--- src/rtl/wp_pkg.sv ---
package wp_pkg;

  // Position inside the command sequences
  typedef enum logic [2:0] {
    ST_IDLE = 3'd0,
    ST_K1   = 3'd1,
    ST_K2   = 3'd2,
    ST_X3   = 3'd3,
    ST_X4   = 3'd4,
    ST_X5   = 3'd5,
    ST_OPEN = 3'd6
  } step_e;

  // State change requested by a completed sequence, pending commit
  typedef enum logic [1:0] {
    PEND_NONE = 2'd0,
    PEND_SET  = 2'd1,
    PEND_CLR  = 2'd2
  } pend_e;

endpackage

--- src/rtl/wp_rst_sync.sv ---
module wp_rst_sync #(
  parameter int STAGES = 2
) (
  input  logic clk,
  input  logic arst_n,
  output logic srst_n
);

  logic [STAGES-1:0] chain_q;

  // asserts at once, releases after STAGES clock edges
  always_ff @(posedge clk or negedge arst_n) begin
    if (!arst_n) chain_q <= '0;
    else         chain_q <= {chain_q[STAGES-2:0], 1'b1};
  end

  assign srst_n = chain_q[STAGES-1];

endmodule

--- src/rtl/wp_seq_match.sv ---
module wp_seq_match
  import wp_pkg::*;
#(
  parameter int              ADDR_W     = 15,
  parameter int              DATA_W     = 8,
  parameter logic [ADDR_W-1:0] KEY_ADDR_A = 15'h5555,
  parameter logic [ADDR_W-1:0] KEY_ADDR_B = 15'h2AAA,
  parameter logic [DATA_W-1:0] CODE_LEAD  = 8'hAA,
  parameter logic [DATA_W-1:0] CODE_FOLL  = 8'h55,
  parameter logic [DATA_W-1:0] CODE_SET   = 8'hA0,
  parameter logic [DATA_W-1:0] CODE_ARM   = 8'h80,
  parameter logic [DATA_W-1:0] CODE_CLR   = 8'h20
) (
  input  logic              clk,
  input  logic              rst_n,
  input  logic              wr_valid,
  input  logic [ADDR_W-1:0] wr_addr,
  input  logic [DATA_W-1:0] wr_data,
  input  logic              cyc_end,
  output logic              cmd_hit,
  output logic              win_open,
  output pend_e             pend_q
);

  step_e st_q, st_nxt;
  pend_e pend_nxt;
  logic  at_a, at_b;
  logic  is_lead_a, is_foll_b, is_set_a, is_arm_a, is_clr_a;

  assign at_a      = (wr_addr == KEY_ADDR_A);
  assign at_b      = (wr_addr == KEY_ADDR_B);
  assign is_lead_a = at_a && (wr_data == CODE_LEAD);
  assign is_foll_b = at_b && (wr_data == CODE_FOLL);
  assign is_set_a  = at_a && (wr_data == CODE_SET);
  assign is_arm_a  = at_a && (wr_data == CODE_ARM);
  assign is_clr_a  = at_a && (wr_data == CODE_CLR);

  always_comb begin
    cmd_hit  = 1'b0;
    st_nxt   = st_q;
    pend_nxt = pend_q;
    if (wr_valid) begin
      case (st_q)
        ST_IDLE: if (is_lead_a) begin cmd_hit = 1'b1; st_nxt = ST_K1; end
        ST_K1:   if (is_foll_b) begin cmd_hit = 1'b1; st_nxt = ST_K2; end
        ST_K2: begin
          if (is_set_a) begin
            cmd_hit  = 1'b1;
            st_nxt   = ST_OPEN;
            pend_nxt = PEND_SET;
          end else if (is_arm_a) begin
            cmd_hit = 1'b1;
            st_nxt  = ST_X3;
          end
        end
        ST_X3:   if (is_lead_a) begin cmd_hit = 1'b1; st_nxt = ST_X4; end
        ST_X4:   if (is_foll_b) begin cmd_hit = 1'b1; st_nxt = ST_X5; end
        ST_X5: begin
          if (is_clr_a) begin
            cmd_hit  = 1'b1;
            st_nxt   = ST_OPEN;
            pend_nxt = PEND_CLR;
          end
        end
        default: ;
      endcase
      // a miss drops any partial sequence; no re-try as first step
      if (!cmd_hit && (st_q != ST_OPEN)) st_nxt = ST_IDLE;
    end
    if (cyc_end) begin
      st_nxt   = ST_IDLE;
      pend_nxt = PEND_NONE;
    end
  end

  always_ff @(posedge clk or negedge rst_n) begin
    if (!rst_n) begin
      st_q   <= ST_IDLE;
      pend_q <= PEND_NONE;
    end else begin
      st_q   <= st_nxt;
      pend_q <= pend_nxt;
    end
  end

  assign win_open = (st_q == ST_OPEN);

endmodule

--- src/rtl/wp_write_gate.sv ---
module wp_write_gate #(
  parameter int PAGE_BYTES = 64
) (
  input  logic clk,
  input  logic rst_n,
  input  logic wr_valid,
  input  logic cyc_end,
  input  logic cmd_hit,
  input  logic win_open,
  input  logic prot_on,
  output logic dec_vld,
  output logic dec_allow,
  output logic dec_cmd
);

  localparam int              CNT_W   = $clog2(PAGE_BYTES + 1);
  localparam logic [CNT_W-1:0] CNT_MAX = CNT_W'(PAGE_BYTES);

  logic [CNT_W-1:0] cnt_q, cnt_nxt;
  logic             room, allow_d, dec_en;

  assign room = (cnt_q < CNT_MAX);

  always_comb begin
    if (cmd_hit)              allow_d = 1'b0;
    else if (win_open && room) allow_d = 1'b1;
    else                      allow_d = !prot_on;
  end

  always_comb begin
    cnt_nxt = cnt_q;
    if (cyc_end || !win_open)  cnt_nxt = '0;
    else if (wr_valid && room) cnt_nxt = cnt_q + 1'b1;
  end

  assign dec_en = wr_valid;

  always_ff @(posedge clk or negedge rst_n) begin
    if (!rst_n) begin
      cnt_q     <= '0;
      dec_vld   <= 1'b0;
      dec_allow <= 1'b0;
      dec_cmd   <= 1'b0;
    end else begin
      cnt_q   <= cnt_nxt;
      dec_vld <= wr_valid;
      if (dec_en) begin
        dec_allow <= allow_d;
        dec_cmd   <= cmd_hit;
      end
    end
  end

endmodule

--- src/rtl/wp_state_reg.sv ---
module wp_state_reg
  import wp_pkg::*;
(
  input  logic  clk,
  input  logic  keep_rst_n,
  input  logic  cyc_end,
  input  pend_e pend,
  output logic  prot_on,
  output logic  prot_chg
);

  logic prot_d, prot_en, chg_d;

  always_comb begin
    case (pend)
      PEND_SET: prot_d = 1'b1;
      PEND_CLR: prot_d = 1'b0;
      default:  prot_d = prot_on;
    endcase
  end

  assign prot_en = cyc_end;
  assign chg_d   = cyc_end && (prot_d != prot_on);

  always_ff @(posedge clk or negedge keep_rst_n) begin
    if (!keep_rst_n) begin
      prot_on  <= 1'b0;
      prot_chg <= 1'b0;
    end else begin
      prot_chg <= chg_d;
      if (prot_en) prot_on <= prot_d;
    end
  end

endmodule

--- src/rtl/wrprot_cmd_detect.sv ---
module wrprot_cmd_detect
  import wp_pkg::*;
#(
  parameter int ADDR_W     = 15,
  parameter int DATA_W     = 8,
  parameter int PAGE_BYTES = 64
) (
  input  logic              clk,
  input  logic              rst_n,
  input  logic              keep_rst_n,
  input  logic              wr_valid,
  input  logic [ADDR_W-1:0] wr_addr,
  input  logic [DATA_W-1:0] wr_data,
  input  logic              cyc_end,
  output logic              dec_vld,
  output logic              dec_allow,
  output logic              dec_cmd,
  output logic              prot_on,
  output logic              prot_chg
);

  logic  core_rst_n, keep_sync_n;
  logic  cmd_hit, win_open;
  pend_e pend;

  wp_rst_sync #(.STAGES(2)) u_core_rst (
    .clk(clk), .arst_n(rst_n), .srst_n(core_rst_n)
  );

  wp_rst_sync #(.STAGES(2)) u_keep_rst (
    .clk(clk), .arst_n(keep_rst_n), .srst_n(keep_sync_n)
  );

  wp_seq_match #(.ADDR_W(ADDR_W), .DATA_W(DATA_W)) u_match (
    .clk(clk), .rst_n(core_rst_n),
    .wr_valid(wr_valid), .wr_addr(wr_addr), .wr_data(wr_data),
    .cyc_end(cyc_end),
    .cmd_hit(cmd_hit), .win_open(win_open), .pend_q(pend)
  );

  wp_write_gate #(.PAGE_BYTES(PAGE_BYTES)) u_gate (
    .clk(clk), .rst_n(core_rst_n),
    .wr_valid(wr_valid), .cyc_end(cyc_end),
    .cmd_hit(cmd_hit), .win_open(win_open), .prot_on(prot_on),
    .dec_vld(dec_vld), .dec_allow(dec_allow), .dec_cmd(dec_cmd)
  );

  wp_state_reg u_state (
    .clk(clk), .keep_rst_n(keep_sync_n),
    .cyc_end(cyc_end), .pend(pend),
    .prot_on(prot_on), .prot_chg(prot_chg)
  );

endmodule

--- config.mk ---
export PLATFORM = sky130hd
export DESIGN_NAME = wrprot_cmd_detect
export DESIGN_NICKNAME = d
export VERILOG_FILES = /design/src/rtl/wp_pkg.sv /design/src/rtl/wp_rst_sync.sv /design/src/rtl/wp_seq_match.sv /design/src/rtl/wp_write_gate.sv /design/src/rtl/wp_state_reg.sv /design/src/rtl/wrprot_cmd_detect.sv
export SDC_FILE = /design/constraint.sdc
export NUM_CORES = 1
export LEC_CHECK = 0
export BUFFER_PORTS_ARGS = -buffer_cell sky130_fd_sc_hd__buf_4
export CORE_MARGIN = 5
export CORE_UTILIZATION = 60
export CTS_BUF_LIST = sky130_fd_sc_hd__clkbuf_8
export CTS_CLUSTER_DIAMETER = 200
export CTS_CLUSTER_SIZE = 20
export DETAILED_ROUTE_END_ITERATION = 12
export MAX_ROUTING_LAYER = met4
export PLACE_DENSITY_LB_ADDON = 0.12
export SETUP_SLACK_MARGIN = 0.5
export SYNTH_ARGS = -nofsm -noshare
export SYNTH_HDL_FRONTEND = slang
export SYNTH_SLANG_ARGS = --single-unit
--- constraint.sdc ---
create_clock -name clk -period 0.8 [get_ports clk]
set_input_delay 0.16 -clock clk [delete_from_list [all_inputs] [get_ports clk]]
set_output_delay 0.16 -clock clk [all_outputs]
set_load 0.1 [all_outputs]
==> summary.txt, run 1 <==
Synth
  • Post-synth top area share: 0.369
  • #FFs+latches synth: 21
  • Sequential fraction of the synthesis area: 0.369
  • Cells after synthesis: 151
  • Ys async rst share: 1.00
  • Post-synth top area cell: dfrtp_1
  • Top post-synthesis cells by area: dfrtp_1, ha_1, nand4_1
  • Main flop type after synthesis: dfrtp_1
  • Synthesized cell area: 1430 sq um
  • Synth cell count leaders: dfrtp_1, nor2_1, nand2_1
  • Synth warn: 0
  • Synthesized area per cell: 9.44 sq um
  • Count leader, synth: dfrtp_1
  • Post-synth EDFFs: 0
  • Synth cell types: 51

Clock network
  • Clk sinks: 21
  • Root buf cell: clkbuf_8
  • Clk buf depth: 2
  • Post-cts sizing count: 37
  • Cts bufs inserted: 3
  • H-tree level count: 1
  • Post-CTS setup buffers: 9

Placed design
  • Setup WS pre-CTS: -1.35 ns
  • HPWL reported at the end of detailed placement: slightly above 4000 um
  • Number of port buffers: 32
  • GPL Wtd Cong: ~1.0

Die
  • FP Rows: 17
  • # IOs: 33
  • Chip height: 58.7 um
  • Starting Density: 0.638
  • Die width: 58.7 um

Run status
  • Status: stopped before the end
  • Failing step: clock tree synthesis
  • Err: [ERROR DPL-0038] Utilization greater than 100%, impossible to legalize
-- through the flow --
stage	util	hold WS [ns]	instances	area (sq um)
3_5_place_dp	0.936	-0.0558	255	2090
2_1_floorplan	-	-0.136	152	1500
3_3_place_gp	0.936	-0.0586	255	2090
-- cells by family after synthesis --
family	after synthesis	synth area share
simple gates	78	0.359
compound gates	30	0.153
flops	21	0.369
buf+inv	8	0.0211
xor+xnor	5	0.0307
fa+ha+maj	4	0.0351
mux	4	0.0299
other cells	1	0.00263
==> inputs of run 2 (changes only) <==
--- a/config.mk
+++ b/config.mk
@@ -6,15 +6,10 @@
 export NUM_CORES = 1
 export LEC_CHECK = 0
 export BUFFER_PORTS_ARGS = -buffer_cell sky130_fd_sc_hd__buf_4
-export CORE_MARGIN = 5
-export CORE_UTILIZATION = 60
-export CTS_BUF_LIST = sky130_fd_sc_hd__clkbuf_8
-export CTS_CLUSTER_DIAMETER = 200
-export CTS_CLUSTER_SIZE = 20
+export CORE_AREA = 5 5 66 68
 export DETAILED_ROUTE_END_ITERATION = 12
-export MAX_ROUTING_LAYER = met4
-export PLACE_DENSITY_LB_ADDON = 0.12
-export SETUP_SLACK_MARGIN = 0.5
+export DIE_AREA = 0 0 71 73
+export PLACE_DENSITY_LB_ADDON = 0.15
 export SYNTH_ARGS = -nofsm -noshare
 export SYNTH_HDL_FRONTEND = slang
 export SYNTH_SLANG_ARGS = --single-unit
==> run 2 against run 1 <==
  * The flow now finishes, with violations (negative setup slack)
  * Area after synthesis is the same
  * Synthesized cell count unchanged
==> summary.txt, run 2 <==
Run status
  • Status: finished with violations (was stopped before the end)
  • Failing checks: negative setup slack

Die
  • Core Box Area: 3800 sq um
  • # IOs: 33 (unchanged)
  • Die area: around 5200 sq um
  • Starting Density: 0.375 (was 0.638)
  • FP Rows: 23 (was 17)
  • Chip height: 73 um (was 58.7 um)
  • Die width: 71 um (was 58.7 um)

Drt
  • Starting DRC count in detailed routing: 52
  • DRC Markers: 0
  • ANT nets after route: 0
  • Vias: 1514
  • DRT Pass-1 Iters: 4
  • Via-to-Cell Ratio: 5.22
  • Total Wirelength: 4080 um
  • Routed WL per cell: between 10 and 15 um

Clock network
  • Worst-path clk slew: 0.08 ns
  • H-tree level count: 1 (unchanged)
  • TritonCTS clock tree: done
  • Clk buf depth: 2 (unchanged)
  • Clk sinks: 21 (unchanged)
  • Root buf cell: clkbuf_8 (unchanged)
  • Cts bufs inserted: 3 (unchanged)
  • Clk_lat worst skew: 0.26 ns

Run
  • Max-cap viol count: 0

Cells and area
  • Max FFs per register: 7
  • Design area: 2410 sq um
  • Antenna cells: 0
  • Most frequent cells in the layout: buf_4, dfrtp_1, nand2_1
  • Commonest non-fill, non-tap cell in the layout: buf_4
  • Share of layout cells above drive strength 1: 0.546
  • Final nets: 273
  • Top reg by flops: u_gate.cnt_q
  • Top flop regs: u_gate.cnt_q x7, u_match.st_q x3
  • Area grow syn2layout: 68.8%

Synth
  • Synth cell count leaders: dfrtp_1, nor2_1, nand2_1 (unchanged)
  • Post-synth top area share: 0.369 (unchanged)
  • Count leader, synth: dfrtp_1 (unchanged)
  • Post-synthesis adder-cell area fraction: 0.0351 (unchanged)
  • Sequential fraction of the synthesis area: 0.369 (unchanged)
  • Synth Area in Compound Gates: 0.153 (unchanged)
  • Largest family of logic cells by synthesized area: simple AND/OR/NAND/NOR gates (unchanged)
  • Synthesized area per cell: 9.44 sq um (unchanged)
  • Post-synthesis simple-gate area fraction: 0.359 (unchanged)
  • Synth Area in XOR/XNOR: 0.0307 (unchanged)
  • Ys async rst share: 1.00 (unchanged)
  • Main flop type after synthesis: dfrtp_1 (unchanged)
  • #FFs+latches synth: 21 (unchanged)
  • Mux contribution to synthesized area: 0.0299 (unchanged)
  • Top post-synthesis cells by area: dfrtp_1, ha_1, nand4_1 (unchanged)
  • Synth cell types: 51 (unchanged)
  • Cells after synthesis: 151 (unchanged)
  • Synthesized cell area: 1430 sq um (unchanged)
  • Post-synth EDFFs: 0 (unchanged)
  • Post-synth top area cell: dfrtp_1 (unchanged)
  • Synth warn: 0 (unchanged)

Timing
  • Setup violations, final: 21
  • Final worst path period share: 2.47
  • Clock Skews: a little under 0.007 ns
  • Fin crit period: 1.98 ns
  • Final hold vios: 0
  • Unrepaired setup endpoints after global routing: yes
  • Max frequency: 506 MHz
  • Setup TNS: -13.09 ns
  • Setup ws final: -1.18 ns
  • Count of pins over their slew limit: 0
  • WHS: about 0.025 ns

Pwr
  • Net Sw Frac: 0.234
  • NetSw: approximately 0.49 mW
  • Lkg Pwr: 1.07 nW
  • Final Power: between 2 and 2.5 mW
  • Peak VDD IR: 419 uV
  • Sequential power share: 0.514
  • Clock share of power: 0.323
  • Pwr dens: 874 nW/um^2
  • Internal power: approximately 1.6 mW
  • Comb power frac: 0.163

Critical path
  • CP Launch Type: register
  • Reg-to-reg startpoint: u_match.st_q[2]$_DFFE_PN0P_
  • Critical Path RT: approximately 0.95 ns
  • CP max stage delay: approximately 0.47 ns
  • Critical path startpoint: u_match.st_q[2]$_DFFE_PN0P_
  • WS Path Type: reg2reg
  • Internal reg-to-reg setup slack: -1.18 ns
  • RR Endpoint: u_match.st_q[2]$_DFFE_PN0P_
  • CP endpoint kind: register
  • CP bufs+invs: 0
  • Worst endpoint data arrival time: between 2 and 2.5 ns
  • Critical path's slowest cell: dfrtp_1
  • Crit Path Max Fanout: 4
  • CP top delay family: compound AO/OA/AOI/OAI gates
  • Cell Chain, Critical Path: ha_2, o41a_1, and2_4, a211oi_4, mux2_4
  • Reg2reg path depth: 5

Placed design
  • GPL Wtd Cong: 0.892 (was 1.01)
  • Number of port buffers: 32 (unchanged)
  • Dpl cell area: 2110 sq um (was 2090 sq um)
  • HPWL reported at the end of detailed placement: 3210 um (was 4100 um)

Global routing
  • Initial antenna violation count: 0
  • GRT Total Usage: 0.162
  • Vias in the first global route: 1564
  • First-pass GRT wire length: 6820 um
  • Largest net degree at the start of global routing: 16
  • GRT overflow: 0

Min path
  • Hold WC Path Type: reg2async
## run 2: cell counts after synthesis
No cell type changed its count.
## run 2: timing repair
item	4_1_cts	5_1_grt
endpoints found under the hold margin	4	0
setup buffers	6	2
hold buffers	2	0
gates resized for setup	27	13
pin swaps	8	5
endpoints found under the setup margin	21	21
## run 2: power groups by stage
stage,Combinational [mW],Clock [mW],Sequential (mW)
global placement,0.312,0,1.10
finish,0.343,0.681,1.08
detailed placement,0.322,0,1.10
CTS,0.342,0.700,1.08
floorplan,0.0727,0,1.13
global route,0.372,0.768,1.08
## run 2: how the worst max path moves through the flow
| stage | endpoint | cells after the start | slack, ns |
|---|---|---|---|
| 2_1_floorplan | u_match.st_q[2]$_DFFE_PN0P_ | 6 | -1.13 |
| 3_3_place_gp | u_match.st_q[2]$_DFFE_PN0P_ | 7 | -1.25 |
| 3_5_place_dp | u_match.st_q[2]$_DFFE_PN0P_ | 8 | -1.28 |
| 4_1_cts | u_match.st_q[2]$_DFFE_PN0P_ | 6 | -1.16 |
| 5_1_grt | u_match.st_q[2]$_DFFE_PN0P_ | 7 | -1.23 |
| 6_report | u_match.st_q[2]$_DFFE_PN0P_ | 5 | -1.18 |
## run 2: through the flow
| step | setup slack, ns | util | cells |
|---|---|---|---|
| after floorplan | -1.13 | - | 152 |
| after global placement | -1.25 | 0.555 | 276 |
| after detailed placement | -1.28 | 0.555 | 276 |
| after CTS | -1.16 | 0.614 | 288 |
| after global routing | -1.23 | 0.633 | 290 |
| final | -1.18 | 0.633 | 290 |
## run 2: final cells by class
class	count	area [sq um]
Fill cell	320	1390
Multi-Input combinational cell	123	988
Timing Repair Buffer	89	751
Sequential cell	21	547
Tap cell	50	62.6
Clock buffer	3	41.3
Inverter	3	11.3
Clock inverter	1	5.00
## run 2: metal layers
layer | part of all wire | global-route usage
met5 | 0 | 0
met2 | 0.55 | 0.317
met3 | 0.030 | 0.0179
met1 | 0.41 | 0.185
met4 | 0.011 | 0.0438
## run 2: logic make-up after synthesis
family                   after synthesis
AO/OA/AOI/OAI                         30
XOR/XNOR                               5
buffers and inverters                  8
other                                  1
adder cells (fa/ha/maj)                4
flip-flops                            21
multiplexers                           4
AND/OR/NAND/NOR                       78
No activity file was read; power rests on OpenSTA's default activity.
